==> config.mk <==
export PLATFORM = sky130hd
export DESIGN_NAME = pin_guard
export DESIGN_NICKNAME = d
export VERILOG_FILES = /design/src/rtl/pin_guard_pkg.sv /design/src/rtl/pin_guard_cfg.sv /design/src/rtl/pin_guard_autoblk.sv /design/src/rtl/pin_guard_lane.sv /design/src/rtl/pin_guard.sv
export SDC_FILE = /design/constraint.sdc
export NUM_CORES = 1
export LEC_CHECK = 0
export ABC_AREA = 0
export CORE_MARGIN = 4
export CORE_UTILIZATION = 35
export CTS_CLUSTER_SIZE = 8
export DETAILED_ROUTE_END_ITERATION = 10
export SLEW_MARGIN = 20
export SYNTH_ARGS = -nofsm -noshare
export SYNTH_HDL_FRONTEND = slang
export SYNTH_SLANG_ARGS = --single-unit
==> constraint.sdc <==
create_clock -name clk -period 5.2 [get_ports clk]
set_input_delay 0.78 -clock clk [delete_from_list [all_inputs] [get_ports clk]]
set_output_delay 0.78 -clock clk [all_outputs]
set_load 0.05 [all_outputs]
==> src/rtl/pin_guard_pkg.sv <==
// Package: shared lane indices, register addresses and the settings record.
// Assumes four passthrough lanes followed by the reset and write-protect lanes.
package pin_guard_pkg;
    localparam int NKEY      = 3;
    localparam int NPIN      = NKEY + 1;
    localparam int NLANE     = NPIN + 2;
    localparam int LANE_XRST = NPIN;
    localparam int LANE_WP   = NPIN + 1;

    typedef enum logic [2:0] {
        A_LEGAL0  = 3'd0,
        A_LEGAL1  = 3'd1,
        A_OVR_EN  = 3'd2,
        A_OVR_VAL = 3'd3,
        A_INV     = 3'd4,
        A_ABLK    = 3'd5,
        A_HOLD    = 3'd6,
        A_LOCK    = 3'd7
    } cfg_addr_e;

    typedef struct packed {
        logic [NLANE-1:0] legal0;
        logic [NLANE-1:0] legal1;
        logic [NLANE-1:0] ovr_en;
        logic [NLANE-1:0] ovr_val;
        logic [NPIN-1:0]  inv_in;
        logic [NPIN-1:0]  inv_out;
        logic             ab_en;
        logic [NKEY-1:0]  ab_mask;
        logic [NKEY-1:0]  ab_val;
    } cfg_t;
endpackage

==> src/rtl/pin_guard_cfg.sv <==
// Settings registers with a sticky lock.
// Holds the legal masks, the overrides, the inversions and the key-block setup.
// Assumes DBW >= 8 so that every register field fits in one write word.
module pin_guard_cfg
    import pin_guard_pkg::*;
#(
    parameter int DBW = 16
) (
    input  logic           clk,
    input  logic           rst_n,
    input  logic           we_i,
    input  logic [2:0]     addr_i,
    input  logic [DBW-1:0] wdata_i,
    output cfg_t           cfg_o,
    output logic [DBW-1:0] hold_o,
    output logic           lock_o
);
    localparam logic [NLANE-1:0] RST_MASK = NLANE'(3) << LANE_XRST;

    cfg_t           cfg_q;
    logic [DBW-1:0] hold_q;
    logic           lock_q;

    // Register writes: protected fields change only while unlocked.
    always_ff @(posedge clk) begin
        if (!rst_n) begin
            cfg_q         <= '0;
            cfg_q.legal0  <= RST_MASK;
            cfg_q.ovr_en  <= RST_MASK;
            hold_q        <= '0;
            lock_q        <= 1'b0;
        end else if (we_i) begin
            case (cfg_addr_e'(addr_i))
                A_LEGAL0:  if (!lock_q) cfg_q.legal0 <= wdata_i[NLANE-1:0];
                A_LEGAL1:  if (!lock_q) cfg_q.legal1 <= wdata_i[NLANE-1:0];
                A_OVR_EN:  cfg_q.ovr_en  <= wdata_i[NLANE-1:0];
                A_OVR_VAL: cfg_q.ovr_val <= wdata_i[NLANE-1:0];
                A_INV: if (!lock_q) begin
                    cfg_q.inv_in  <= wdata_i[NPIN-1:0];
                    cfg_q.inv_out <= wdata_i[2*NPIN-1:NPIN];
                end
                A_ABLK: if (!lock_q) begin
                    cfg_q.ab_en   <= wdata_i[0];
                    cfg_q.ab_mask <= wdata_i[NKEY:1];
                    cfg_q.ab_val  <= wdata_i[2*NKEY:NKEY+1];
                end
                A_HOLD:    if (!lock_q) hold_q <= wdata_i;
                A_LOCK:    if (wdata_i[0]) lock_q <= 1'b1;
                default:   ;
            endcase
        end
    end

    assign cfg_o  = cfg_q;
    assign hold_o = hold_q;
    assign lock_o = lock_q;

    assert_lock_sticky_R6: assert property (@(posedge clk) disable iff (!rst_n)
        lock_q |=> lock_q);

    assert_locked_frozen_R6: assert property (@(posedge clk) disable iff (!rst_n)
        lock_q |=> ($stable(cfg_q.legal0) && $stable(cfg_q.legal1) &&
                    $stable(cfg_q.inv_in) && $stable(cfg_q.inv_out) &&
                    $stable(cfg_q.ab_en) && $stable(hold_q)));
endmodule

==> src/rtl/pin_guard_autoblk.sv <==
// Automatic key block.
// Once armed by a high power input, the block counts consecutive low samples and
// raises its output after hold+1 of them. The output drops at once when power is high.
// Assumes the power input is already synchronous and polarity-corrected.
module pin_guard_autoblk #(
    parameter int DBW = 16
) (
    input  logic           clk,
    input  logic           rst_n,
    input  logic           pwr_i,
    input  logic           en_i,
    input  logic [DBW-1:0] hold_i,
    output logic           active_o
);
    logic [DBW-1:0] cnt_q;
    logic           armed_q;
    logic           blk_q;

    // Arm on a high sample, count low samples, latch the block at the hold limit.
    always_ff @(posedge clk) begin
        if (!rst_n) begin
            cnt_q   <= '0;
            armed_q <= 1'b0;
            blk_q   <= 1'b0;
        end else if (pwr_i) begin
            cnt_q   <= '0;
            armed_q <= 1'b1;
            blk_q   <= 1'b0;
        end else if (!en_i) begin
            cnt_q   <= '0;
            blk_q   <= 1'b0;
        end else if (armed_q && !blk_q) begin
            if (cnt_q >= hold_i) blk_q <= 1'b1;
            else                 cnt_q <= cnt_q + 1'b1;
        end
    end

    // Release combinationally as soon as the power input is high again.
    assign active_o = blk_q && !pwr_i;

    assert_release_R10: assert property (@(posedge clk) disable iff (!rst_n)
        pwr_i |-> !active_o);

    assert_needs_low_R9: assert property (@(posedge clk) disable iff (!rst_n)
        $rose(blk_q) |-> !$past(pwr_i));

    assert_armed_first_R11: assert property (@(posedge clk) disable iff (!rst_n)
        blk_q |-> armed_q);
endmodule

==> src/rtl/pin_guard_lane.sv <==
// Output lane: picks a legal software override, else a hardware override,
// else the default. Output inversion is applied to the chosen value.
// Assumes all select inputs are stable within the cycle.
module pin_guard_lane (
    input  logic clk,
    input  logic rst_n,
    input  logic sw_en_i,
    input  logic sw_val_i,
    input  logic legal0_i,
    input  logic legal1_i,
    input  logic hw_en_i,
    input  logic hw_val_i,
    input  logic dflt_i,
    input  logic inv_i,
    output logic out_o
);
    logic sw_ok;
    logic pre;

    // Priority selection followed by output polarity.
    always_comb begin
        sw_ok = sw_en_i && (sw_val_i ? legal1_i : legal0_i);
        if (sw_ok)        pre = sw_val_i;
        else if (hw_en_i) pre = hw_val_i;
        else              pre = dflt_i;
        out_o = pre ^ inv_i;
    end

    assert_sw_wins_R4: assert property (@(posedge clk) disable iff (!rst_n)
        (sw_en_i && sw_val_i && legal1_i) |-> (out_o == !inv_i));

    assert_illegal_ignored_R3: assert property (@(posedge clk) disable iff (!rst_n)
        (sw_en_i && !(sw_val_i ? legal1_i : legal0_i) && !hw_en_i)
            |-> (out_o == (dflt_i ^ inv_i)));
endmodule

==> src/rtl/pin_guard.sv <==
// Top: input inversion, automatic key block, and six priority lanes.
// Lanes 0-3 pass the inputs through; lane 4 drives the reset output and lane 5
// drives the write-protect output. Assumes pin_i is synchronous to clk.
module pin_guard
    import pin_guard_pkg::*;
#(
    parameter int DBW = 16
) (
    input  logic           clk,
    input  logic           rst_n,
    input  logic [3:0]     pin_i,
    input  logic           ext_rst_req_i,
    input  logic           cfg_we_i,
    input  logic [2:0]     cfg_addr_i,
    input  logic [DBW-1:0] cfg_wdata_i,
    output logic [3:0]     pin_o,
    output logic           xrst_l_o,
    output logic           wp_l_o
);
    cfg_t             cfg;
    logic [DBW-1:0]   hold;
    logic             lock;
    logic [NPIN-1:0]  pin_eff;
    logic             blk_active;
    logic [NLANE-1:0] lane_out;

    pin_guard_cfg #(.DBW(DBW)) u_cfg (
        .clk(clk), .rst_n(rst_n), .we_i(cfg_we_i), .addr_i(cfg_addr_i),
        .wdata_i(cfg_wdata_i), .cfg_o(cfg), .hold_o(hold), .lock_o(lock)
    );

    // Input polarity correction ahead of any detection logic.
    assign pin_eff = pin_i ^ cfg.inv_in;

    pin_guard_autoblk #(.DBW(DBW)) u_ablk (
        .clk(clk), .rst_n(rst_n), .pwr_i(pin_eff[0]), .en_i(cfg.ab_en),
        .hold_i(hold), .active_o(blk_active)
    );

    for (genvar i = 0; i < NLANE; i++) begin : g_lane
        logic hw_en, hw_val, dflt, inv;
        if (i == 0) begin : g_pwr
            assign hw_en = 1'b0;
            assign hw_val = 1'b0;
            assign dflt = pin_eff[i];
            assign inv = cfg.inv_out[i];
        end else if (i < NPIN) begin : g_key
            assign hw_en = blk_active && cfg.ab_mask[i-1];
            assign hw_val = cfg.ab_val[i-1];
            assign dflt = pin_eff[i];
            assign inv = cfg.inv_out[i];
        end else if (i == LANE_XRST) begin : g_xrst
            assign hw_en = ext_rst_req_i;
            assign hw_val = 1'b0;
            assign dflt = 1'b1;
            assign inv = 1'b0;
        end else begin : g_wp
            assign hw_en = 1'b0;
            assign hw_val = 1'b0;
            assign dflt = 1'b0;
            assign inv = 1'b0;
        end
        pin_guard_lane u_lane (
            .clk(clk), .rst_n(rst_n),
            .sw_en_i(cfg.ovr_en[i]), .sw_val_i(cfg.ovr_val[i]),
            .legal0_i(cfg.legal0[i]), .legal1_i(cfg.legal1[i]),
            .hw_en_i(hw_en), .hw_val_i(hw_val), .dflt_i(dflt), .inv_i(inv),
            .out_o(lane_out[i])
        );
    end

    assign pin_o    = lane_out[NPIN-1:0];
    assign xrst_l_o = lane_out[LANE_XRST];
    assign wp_l_o   = lane_out[LANE_WP];

    assert_xrst_req_R7: assert property (@(posedge clk) disable iff (!rst_n)
        (ext_rst_req_i && !cfg.ovr_en[LANE_XRST]) |-> !xrst_l_o);

    assert_wp_default_R8: assert property (@(posedge clk) disable iff (!rst_n)
        !cfg.ovr_en[LANE_WP] |-> !wp_l_o);

    assert_lock_keeps_R6: assert property (@(posedge clk) disable iff (!rst_n)
        lock |=> $stable(cfg.ab_mask) && $stable(cfg.ab_val));
endmodule

# == After elaboration in Yosys (flattened, before gate mapping) ==
# Cells that the tools add are included.
# op_classes
reduce_logical,25
n_mux,16
n_lt_le_gt_ge,1
n_bitwise,9
n_addsub,1
eq_ne,7
# ops
operator,n
$reduce_and A3 Y1,6
$add A16 B1 Y16 const B,1
$ge A16 B16 Y1,1
$mux W1,16
$eq A3 B3 Y1 const B,4
$logic_and A1 B1 Y1,11
$reduce_and A2 Y1,4
$eq A3 B2 Y1 const B,2
$not A1 Y1,4
$xor A1 B1 Y1,4
$xor A4 B4 Y4,1
$eq A3 B1 Y1 const B,1
$logic_not A3 Y1,1
$reduce_or A3 Y1,1
$logic_not A1 Y1,2
# totals
in_bits,27
regBits,74
out_inout_bits,6

# == Depth between registers and ports, before layout ==
# depth
word_depth,7
ltp_mapped,8

# == By module ==
# A second synthesis with hierarchy kept.
# unflattened
cells_unflattened,457
hier_area_um2,4048.9
# modules_own_cells
module,area_each_um2,cells_per_inst,n_inst
pin_guard_cfg,2152.1,210,1
pin_guard_autoblk,1415.1,178,1
pin_guard_lane,70.1,10,6
pin_guard,61.3,9,1

# == Least setup slack after synthesis ==
# OpenSTA, ideal clock, no wires.
# synth_path
path_kind,input port to output port
start,input port pin_i[0]
end,output port pin_o[1]
path_slack_ns,2.352
path_stages,7
t_arrival_ns,2.068
required_time_ns,4.420
cell_sequence,xnor2_1 > clkbuf_1 > and4_1 > a2bb2oi_1 > o32a_1 > xor2_1 > buf_4
# synth_via
elab_chain_len,7
# synth_rtl
item,line_no,rtl
from (decl),pin_guard.sv:11,"input logic [3:0] pin_i,"
$xor A4 B4 Y4,pin_guard.sv:33,assign pin_eff = pin_i ^ cfg.inv_in;
$logic_not A1 Y1,pin_guard_autoblk.sv:39,assign active_o = blk_q && !pwr_i;
$logic_and A1 B1 Y1,pin_guard_autoblk.sv:39,
$logic_and A1 B1 Y1,pin_guard.sv:48,assign hw_en = blk_active && cfg.ab_mask[i-1];
$mux W1,pin_guard_lane.sv:24,else if (hw_en_i) pre = hw_val_i;
$mux W1,pin_guard_lane.sv:23,if (sw_ok) pre = sw_val_i;
$xor A1 B1 Y1,pin_guard_lane.sv:26,out_o = pre ^ inv_i;
to (decl),pin_guard.sv:16,"output logic [3:0] pin_o,"
# No other way between the ends.

# == Final worst setup path ==
# layout_path
start,input port pin_i[0]
end,output port pin_o[3]
# Same word-level chain as after synthesis.

==> summary.md <==
| Metric | Value |
|---|---|
| Status | finished, final reports clean |
| Fraction of layout cells with a size suffix above 1 | 5.26% |
| Via Count | between 3k and 4k |
| First drt pass iteration count | 5 |
| Internal power | approximately 0.0009 W |
| Final wirelength | 8.45 mm |
| CP Launch Type | input pin |
| Clock Root Buffer | clkbuf_8 |
| Crit. End Element | primary output |
| Async SR Flop Fraction | 0% |
| Register bit count reported by yosys | 73 |
| DR iter-0 viols | 99 |
| Clock transition at path regs | 0.08 ns |
| Largest net degree at the start of global routing | 39 |
| DRC viols | 0 |
| Die height | ~110 um |
| Post-Synthesis Cells | 429 |
| Die area | ~12000 sq um |
| CTS sink cnt | 73 |
| Max Freq | around 220 MHz |
| Cell Area, Synth | between 3000 and 4000 sq um |
| # fillers | 1028 |
| Hold bufs inserted after CTS | 0 |
| Distinct cells, synth | 44 |
| Post-cts resize count | 0 |
| Initial antenna violation count | 0 |
| Routability congestion estimate | 0.853 |
| Vias per cell | a little over 5 |
| Most frequent cells in the layout | dfxtp_1 (73), nand2_1 (72), mux2i_1 (33) |
| Vias in the first global route | ~3k |
| Worst Path Required | 4.42 ns |
| Clock Path Buffers | 2 |
| Worst-Margin Slew | roughly 1 ns |
| Worst Skew | approximately 0.0061 ns |
| Post-route ant nets | 0 |
| Gr ovfl total | 0 |
| CTS buffer count | 9 |
| Mean Syn Cell Area | 8.64 sq um |
| Pwr/cell area | 277 nW/um^2 |
| Final TNS setup | 0 ns |
| CP arrival | approximately 3.7 ns |
| Ys Warns | 0 |
| Seq pwr share | 47.7% |
| Final setup viols | 0 |
| Initial Util | between 30% and 40% |
| TritonCTS clock tree | built |
| Die X | 111 um |
| Psw | between 0.0003 and 0.0004 W |
| Top FF cell, synth | dfxtp_1 |
| Fin util | 42.1% |
| Worst-Skew Late Latency | 0.35 ns |
| Worst IR Drop VDD | about 140 uV |
| Final Cell Area | roughly 4300 sq um |
| Commonest non-fill, non-tap cell in the layout | dfxtp_1 |
| RSZ-0062 raised after global routing | no |
| Crit Path Max Fanout | 11 |
| # rows | 37 |
| Final hold violation count | 0 |
| MaxCap Viol Count | 0 |
| Total track usage | 14.1% |
| Post-DP HPWL | about 6.0 mm |
| Buffers on Ports | 32 |
| Power share of the clock group | roughly two fifths |
| Dpl cell area | 4120 sq um |
| Tmin final | between 4 and 5 ns |
| Sw Ratio | between 20% and 30% |
| Syn nets | about 470 |
| Comb pwr share | slightly above 10% |
| IO Count | 33 |
| Postcts setup bufs | 0 |
| Post-synth EDFFs | 0 |
| Ant diodes | 0 |
| Final nets | roughly 500 |
| Sequential fraction of the synthesis area | between 30 and 40% |
| Setup Crit Path Kind | in -> out |
| Max-slew violations | 0 |
| Core outline area | 10300 sq um |
| Area grow syn2layout | 17.1% |
| Max-slew headroom | 31.8% |
| H-tree levels | 3 |
| First-pass GRT wire length | 14.3 mm |
| Final Cycle Share | around 86% |
| DR WL/cell | between 10 and 15 um |
| Worst min path class | reg -> reg |
| Pleak | ~1.7 nW |
==> kinds of logic (layout without fill, tap and decap cells) <==
family	Yosys count	in the layout	share of synthesized area [%]
AOI/OAI and AO/OA	78	78	15.1
xor gates and xnor gates	8	8	1.89
adders and majority gates	17	17	5.74
buffers and inverters	44	71	4.89
DFF	73	73	39.4
muxes	33	33	8.91
and+or+nand+nor	176	176	24.1
==> cell usage after synthesis (3+ instances only) <==
library cell   n  area (sq um)
nand2b_1       4          25.0
a2bb2oi_1      3          26.3
a31o_2         4          35.0
or4_1          4          30.0
o31ai_1        3          22.5
a41o_1         5          50.1
dfxtp_1       73          1460
buf_4          4          30.0
o32a_1         3          30.0
nor2_1        15          56.3
and3_1         6          37.5
nor4_1         4          25.0
a21oi_1       14          70.1
ha_1          17           213
and4_1         4          35.0
clkbuf_1      18          67.6
nor2b_1       30           188
xnor2_1        5          43.8
nand2_1       72           270
nor3_1         6          30.0
mux2i_1       33           330
a21boi_0      23           173
a211oi_1       3          22.5
xor2_1         3          26.3
nand3_1       13          65.1
a31oi_1        9          56.3
nand4_1        7          43.8
and2_1         3          18.8
inv_1         21          78.8
o21ai_0        6          30.0
==> worst max-delay path: stages <==
cell and delay [ns]:
clkdlybuf4s50_1 0.42, xnor2_1 0.80, and4_1 0.33, a2bb2oi_1 0.18, o32a_1 0.19, xor2_1 0.17, clkdlybuf4s50_1 0.82
==> power by group through the flow <==
stage / registers, W / logic, W / clock network, W
2_1_floorplan: 0.000586 / 0.0000801 / 0
3_3_place_gp: 0.000587 / 0.000123 / 0
3_5_place_dp: 0.000588 / 0.000124 / 0
4_1_cts: 0.000575 / 0.000125 / 0.000516
5_1_grt: 0.000576 / 0.000136 / 0.000537
6_report: 0.000574 / 0.000124 / 0.000505
==> registers in the layout, indices dropped and copies added, names as in the netlist <==
signal,cells
u_ablk.armed_q,1
u_ablk.blk_q,1
u_ablk.cnt_q,16
u_cfg.cfg_o,38
u_cfg.hold_o,16
u_cfg.lock_o,1
==> metrics by stage <==
step                      instances  hold slack [ns]  setup slack, ns  power [W]
after floorplan                 429            0.433             2.35   0.000666
after global placement          576            0.449            0.719   0.000710
after detailed placement        576            0.450            0.664   0.000712
after CTS                       592            0.471            0.661    0.00121
after global routing            592            0.488            0.531    0.00125
final                           592            0.466            0.730    0.00120
==> routing by layer <==
metal / vias up / share of wire [%] / GRT usage [%]
met4: 0 / 2.5 / 6.90
met2: 53 / 46 / 22.9
met1: 1450 / 48 / 18.1
met3: 18 / 2.9 / 2.29
li1: 1551 / - / -
met5: - / 0 / 0
==> final cells by class <==
cell class,instances,area [sq um],area share [%]
Timing Repair Buffer,34,335,7.72
Sequential cell,73,1460,33.7
Multi-Input combinational cell,312,2080,47.8
Clock inverter,6,91.3,2.10
Tap cell,136,170,3.92
Clock buffer,10,128,2.94
Inverter,21,78.8,1.82
==> final timing paths <==
| check | cells past startpoint | slack (ns) | endpoint | startpoint |
|---|---|---|---|---|
| max | 7 | 0.73 | pin_o[3] | pin_i[0] |
| max reg2reg | 8 | 2.42 | u_ablk.cnt_q[2]$_SDFFE_PP0P_ | u_ablk.cnt_q[0]$_SDFFE_PP0P_ |
| min reg2reg | 2 | 0.47 | u_cfg.cfg_o[26]$_SDFFE_PN1P_ | u_cfg.cfg_o[26]$_SDFFE_PN1P_ |
| min | 2 | 0.47 | u_cfg.cfg_o[26]$_SDFFE_PN1P_ | u_cfg.cfg_o[26]$_SDFFE_PN1P_ |
(Power assumes the default switching activity.)
